## src/rtl/nanp_pkg.sv

```systemverilog
package nanp_pkg;

  typedef enum logic [1:0] {
    RULE_SIG_FIRST = 2'd0,
    RULE_NAN_FIRST = 2'd1,
    RULE_MAGNITUDE = 2'd2,
    RULE_ALIAS     = 2'd3
  } rule_e;

  typedef struct packed {
    logic is_nan;
    logic is_quiet;
    logic is_sig;
  } nan_class_t;

endpackage

```

## src/rtl/nanp_classify.sv

```systemverilog
module nanp_classify
  import nanp_pkg::*;
#(
  parameter int EXP_W  = 8,
  parameter int FRAC_W = 23,
  localparam int W = EXP_W + FRAC_W + 1
) (
  input  logic [W-1:0] op,
  output nan_class_t   cls
);
  logic [EXP_W-1:0]  exp_f;
  logic [FRAC_W-1:0] frac_f;
  logic              exp_ones;
  logic              frac_nz;

  assign exp_f    = op[W-2:FRAC_W];
  assign frac_f   = op[FRAC_W-1:0];
  assign exp_ones = &exp_f;
  assign frac_nz  = |frac_f;

  always_comb begin
    cls.is_nan   = exp_ones & frac_nz;
    cls.is_quiet = exp_ones & frac_f[FRAC_W-1];
    cls.is_sig   = exp_ones & frac_nz & ~frac_f[FRAC_W-1];
  end
endmodule

```

## src/rtl/nanp_magcmp.sv

```systemverilog
module nanp_magcmp #(
  parameter int W = 32
) (
  input  logic [W-1:0] a,
  input  logic [W-1:0] b,
  output logic         a_larger
);
  logic [W-2:0] mag_a;
  logic [W-2:0] mag_b;

  assign mag_a = a[W-2:0];
  assign mag_b = b[W-2:0];

  always_comb begin
    if (mag_a != mag_b) a_larger = (mag_a > mag_b);
    else                a_larger = (a < b);
  end
endmodule

```

## src/rtl/nanp_pick.sv

```systemverilog
module nanp_pick
  import nanp_pkg::*;
(
  input  nan_class_t cls_a,
  input  nan_class_t cls_b,
  input  rule_e      rule,
  input  logic       a_larger,
  output logic       pick_b
);
  logic pick_sig_first;
  logic pick_nan_first;
  logic pick_mag;

  assign pick_sig_first = cls_a.is_sig   ? 1'b0 :
                          cls_b.is_sig   ? 1'b1 :
                          cls_a.is_quiet ? 1'b0 : 1'b1;

  assign pick_nan_first = ~cls_a.is_nan;

  always_comb begin
    if (cls_a.is_sig) begin
      if (cls_b.is_sig) pick_mag = ~a_larger;
      else              pick_mag = cls_b.is_quiet;
    end else if (cls_a.is_quiet) begin
      if (cls_b.is_quiet) pick_mag = ~a_larger;
      else                pick_mag = 1'b0;
    end else begin
      pick_mag = 1'b1;
    end
  end

  always_comb begin
    unique case (rule)
      RULE_NAN_FIRST: pick_b = pick_nan_first;
      RULE_MAGNITUDE: pick_b = pick_mag;
      default:        pick_b = pick_sig_first;
    endcase
  end
endmodule

```

## src/rtl/nan_prop_select.sv

```systemverilog
module nan_prop_select
  import nanp_pkg::*;
#(
  parameter int EXP_W  = 8,
  parameter int FRAC_W = 23,
  localparam int W = EXP_W + FRAC_W + 1
) (
  input  logic         clk,
  input  logic         rst,
  input  logic         in_valid,
  input  logic [W-1:0] op_a,
  input  logic [W-1:0] op_b,
  input  logic [1:0]   rule_mode,
  input  logic         dflt_nan_en,
  output logic         out_valid,
  output logic [W-1:0] out_result,
  output logic         out_invalid
);
  localparam logic [W-1:0] QBIT_MASK = W'(1) << (FRAC_W - 1);
  localparam logic [W-1:0] CANON_NAN = {1'b0, {EXP_W{1'b1}}, 1'b1, {(FRAC_W-1){1'b0}}};

  logic [W-1:0] ops [2];
  nan_class_t   cls [2];
  logic         a_larger;
  logic         pick_b;
  logic [W-1:0] chosen;
  logic         chosen_sig;
  logic [W-1:0] quieted;
  logic [W-1:0] next_result;
  logic         next_invalid;

  assign ops[0] = op_a;
  assign ops[1] = op_b;

  for (genvar gi = 0; gi < 2; gi++) begin : g_cls
    nanp_classify #(.EXP_W(EXP_W), .FRAC_W(FRAC_W)) u_cls (
      .op  (ops[gi]),
      .cls (cls[gi])
    );
  end

  nanp_magcmp #(.W(W)) u_mag (
    .a        (op_a),
    .b        (op_b),
    .a_larger (a_larger)
  );

  nanp_pick u_pick (
    .cls_a    (cls[0]),
    .cls_b    (cls[1]),
    .rule     (rule_e'(rule_mode)),
    .a_larger (a_larger),
    .pick_b   (pick_b)
  );

  assign chosen       = pick_b ? op_b : op_a;
  assign chosen_sig   = pick_b ? cls[1].is_sig : cls[0].is_sig;
  assign quieted      = chosen_sig ? (chosen | QBIT_MASK) : chosen;
  assign next_result  = dflt_nan_en ? CANON_NAN : quieted;
  assign next_invalid = cls[0].is_sig | cls[1].is_sig;

  always_ff @(posedge clk) begin
    if (rst) begin
      out_valid   <= 1'b0;
      out_invalid <= 1'b0;
      out_result  <= '0;
    end else begin
      out_valid   <= in_valid;
      out_invalid <= in_valid & next_invalid;
      if (in_valid) out_result <= next_result;
    end
  end

  // Checks on the registered stage
  logic out_is_snan;
  assign out_is_snan = (&out_result[W-2:FRAC_W]) & (|out_result[FRAC_W-2:0])
                       & ~out_result[FRAC_W-1];

  a_r2_default_nan: assert property (@(posedge clk) disable iff (rst)
    in_valid && dflt_nan_en |=> out_result == CANON_NAN);

  a_r3_invalid_raised: assert property (@(posedge clk) disable iff (rst)
    in_valid && (cls[0].is_sig || cls[1].is_sig) |=> out_invalid);

  a_r3_invalid_only_valid: assert property (@(posedge clk) disable iff (rst)
    out_invalid |-> out_valid);

  a_r5_first_nan: assert property (@(posedge clk) disable iff (rst)
    in_valid && !dflt_nan_en && rule_mode == 2'd1 && cls[0].is_nan
    |=> out_result == ($past(op_a) | QBIT_MASK));

  a_r10_never_signaling: assert property (@(posedge clk) disable iff (rst)
    out_valid |-> !out_is_snan);

  a_r13_hold: assert property (@(posedge clk) disable iff (rst)
    !in_valid |=> $stable(out_result) && !out_valid);

endmodule

```

## config.mk

```make
export PLATFORM = sky130hd
export DESIGN_NAME = nan_prop_select
export DESIGN_NICKNAME = d
export VERILOG_FILES = /design/src/rtl/nanp_pkg.sv /design/src/rtl/nanp_classify.sv /design/src/rtl/nanp_magcmp.sv /design/src/rtl/nanp_pick.sv /design/src/rtl/nan_prop_select.sv
export SDC_FILE = /design/constraint.sdc
export NUM_CORES = 1
export LEC_CHECK = 0
export ABC_AREA = 0
export BUFFER_PORTS_ARGS = -buffer_cell sky130_fd_sc_hd__buf_2
export CAP_MARGIN = 30
export CORE_MARGIN = 4
export CORE_UTILIZATION = 44
export CTS_CLUSTER_DIAMETER = 150
export DETAILED_ROUTE_END_ITERATION = 6
export PLACE_DENSITY = 0.77
export SLEW_MARGIN = 20
export SYNTH_ARGS = -nofsm -noshare
export SYNTH_HDL_FRONTEND = slang
export SYNTH_SLANG_ARGS = --single-unit
```

## constraint.sdc

```tcl
create_clock -name clk -period 2.65 [get_ports clk]
set_clock_uncertainty 0.15 [all_clocks]
set_input_delay 0.3975 -clock clk [delete_from_list [all_inputs] [get_ports clk]]
set_output_delay 0.3975 -clock clk [all_outputs]
set_load 0.005 [all_outputs]
```

==> impl_results.md <==
* Pin count of the biggest net entering global routing at 24
* Initial core utilization at 45.8%
* CP most frequent cell: buf_4
* Netlist cell types at 42
* Clk slew on worst S/H paths at roughly 0.09 ns
* Sequential cell area fraction in the yosys report at about a quarter
* Drt initial violations at ~580
* Failing checks: negative setup slack
* Worst Path Max Fanout at 11
* GR Overflow Total at 0
* R2r worst-path depth at 2
* Final Util at a little over four fifths
* Longest Clk Path Bufs at 2
* CTS tree: built
* Synth warn at 0
* Slew margin rel. at 43.3%
* Chip Height at 84.1 µm
* Tmin final at 3.20 ns
* CTS Sinks at 34
* FF+latch count, synth at 34
* Placed cells at 569
* Post-Syn Area per Cell at 8.15 µm²
* Syn Inst Count at 313
* Reg2reg start: out_result[0]
* Cell chain of the critical path: buf_2 -> ha_4 -> buf_4 -> a21oi_1 -> buf_4 -> a31oi_1 -> nor4_1 -> o21ai_0 -> o31ai_2 -> a31oi_4 -> buf_6 -> nor3_4 -> buf_12 -> a221o_1
* Worst Path Arrival at 3.29 ns
* Max Clock Freq at 312 MHz
* Status: complete, but fails checks
* Area fraction of the dominant cell type after synthesis at 26.7%
* Die Area at 7080 µm²
* Place WS at -0.913 ns
* Total number of vias at approximately 4000
* Num CTS Buffers at 5
* I/O Buffers at 103
* # IOs at 104
* Top post-synthesis cells by area: dfxtp_1 (27%), ha_1 (17%), a221o_1 (7.8%)
* Reg-to-reg endpoint: out_result[0]
* Core Region at 5570 µm²
* Slew @ Worst Pin at 0.849 ns
* Max_cap viols at 0
* P_leak at 2.21 nW
* # setup viols final at 26
* DRC at 0
* Yosys top cell by area: dfxtp_1
* # fillers at 286
* CP max stage delay at 0.37 ns
* Mapped cell area at 2550 µm²
* Crit Path Class: input pin to flop
* Hold path endpoint: out_result[31]
* Final setup margin at -0.553 ns
* CP max-delay cell: nor4_1
* Layout area overhead at 82.7%
* Htree depth at 2
* Setup crit end kind: flop
* Hold wc startpoint: op_b[31]
* RSZ-0062 raised after global routing: true
* Remaining antenna violation count at 0
* DRT Pass-1 Iters at 7
* DR WL/cell at roughly 25 µm
* Vias in the first global route at 3839
* Most common cell after layout, fill and taps aside: buf_4
* Site row count at 27
* Ant diodes at 0
* GP Congestion at 0.906
* Nets at roughly 620
* Pins Over Slew Limit at 0
* Final hold violation count at 0
* CP bufs+invs at 5
* Syn_nets at around 420
* Fraction of layout cells with a size suffix above 1 at 56.0%
* Die width at 84.1 µm
* Finished Layout Cells at 593
* Most frequent cells in the layout: buf_4 (100), buf_2 (93), dfxtp_1 (34)
* Final period utilization at 121%
* Clock root cell: clkbuf_8
* Worst Hold Depth at 2
* CP top delay family: compound AO/OA/AOI/OAI gates
* Critical Path RT at 2.74 ns
* Clock insertion delay at the later pin of the skew report at a little over 0.3 ns
* Initial antenna violation count at 0
* Worst min-delay path class: input pin to flop
* Pwr dens at 405 nW/µm²
* Total Wirelength at 14600 µm
* DPL Wire Length at 7340 µm
* First-pass GRT wire length at 18700 µm
* Startpoint type of the worst setup path: input pin
* GRT Util Overall at between 30% and 40%
* Setup slack, reg-to-reg at 1.52 ns
* DR vias/cell at roughly 6.6
* Peak supply drop at 0.312 mV
==> sequential cells by signal, indices dropped and copies added (netlist names) <==
register,cells
out_result,32
out_invalid,1
out_valid,1
==> layer usage <==
layer  global-route usage [%]  up-vias  wire, µm
met5                        0        -         0
met4                     19.9        0      1260
li1                         -     1582         -
met3                     8.73      149      1860
met2                     55.2      435      6490
met1                     36.5     1776      4980
==> through the flow <==
step / cell area [µm²] / TNS, ns / hold slack [ns] / total power (W)
6_report: 4660 / -11.25 / 0.208 / 0.00189
5_1_grt: 4660 / -14.44 / 0.205 / 0.00194
4_1_cts: 4400 / -2.94 / 0.206 / 0.00173
3_5_place_dp: 3860 / -22.33 / 0.328 / 0.00105
3_3_place_gp: 3850 / -19.32 / 0.321 / 0.00104
2_1_floorplan: 2610 / -2.67 / 0.327 / 0.000765
==> worst max path at each step <==
stage              from              to  slack, ns  cells past startpoint
2_1_floorplan   op_a[1]   out_result[0]      -0.13                     10
3_3_place_gp    op_a[1]  out_result[15]      -0.81                     10
3_5_place_dp    op_b[1]  out_result[15]      -0.91                     11
4_1_cts        op_b[27]  out_result[15]      -0.18                     13
5_1_grt        op_b[30]   out_result[0]      -0.65                     14
6_report       op_a[18]   out_result[0]      -0.55                     14
==> kinds of logic after synthesis <==
logic type	count (synthesis)	share of synthesized area, %
compound gates	60	18.9
fa+ha+maj	34	16.7
buf+inv	47	7.65
flops	34	26.7
simple gates	138	30.1
==> area by class of cell <==
class                      instances  area (µm²)  area share [%]
multi-input combinational        233        2160            46.4
timing repair buffer             210        1430            30.7
sequential                        34         681            14.6
inverter                          36         153            3.28
tap                               72        90.1            1.93
clock buffer                       6        82.6            1.77
clock inverter                     2        60.1            1.29
==> Yosys cell counts, drive strengths merged <==
library cell	count
a2111o	1
a2111oi	1
a211o	1
a211oi	2
a21boi	1
a21o	3
a21oi	13
a221o	23
a31oi	3
and2	24
and3	2
buf	5
clkbuf	6
dfxtp	34
ha	34
inv	36
nand2	12
nand2b	4
nand3	9
nand4	13
nor2	28
nor2b	3
nor3	14
nor3b	2
nor4	23
nor4b	1
o211ai	1
o21ai	6
o21bai	1
o2bb2ai	1
o31a	1
o31ai	1
o32ai	1
or4	3
==> timing repair <==
| action | in CTS | in global routing |
|---|---|---|
| buffers inserted | 10 | 5 |
| cloned | 1 | 0 |
| setup endpoints to repair | 23 | 32 |
| hold buffers | 0 | 0 |
| pin swaps | 20 | 11 |
| resized for setup | 57 | 41 |
==> power by group <==
group          internal, W  switching [W]
combinational     0.000337       0.000344
clock             0.000402       0.000242
sequential        0.000544      0.0000194
total              0.00128       0.000606
No activity file was read; power rests on OpenSTA's default activity.
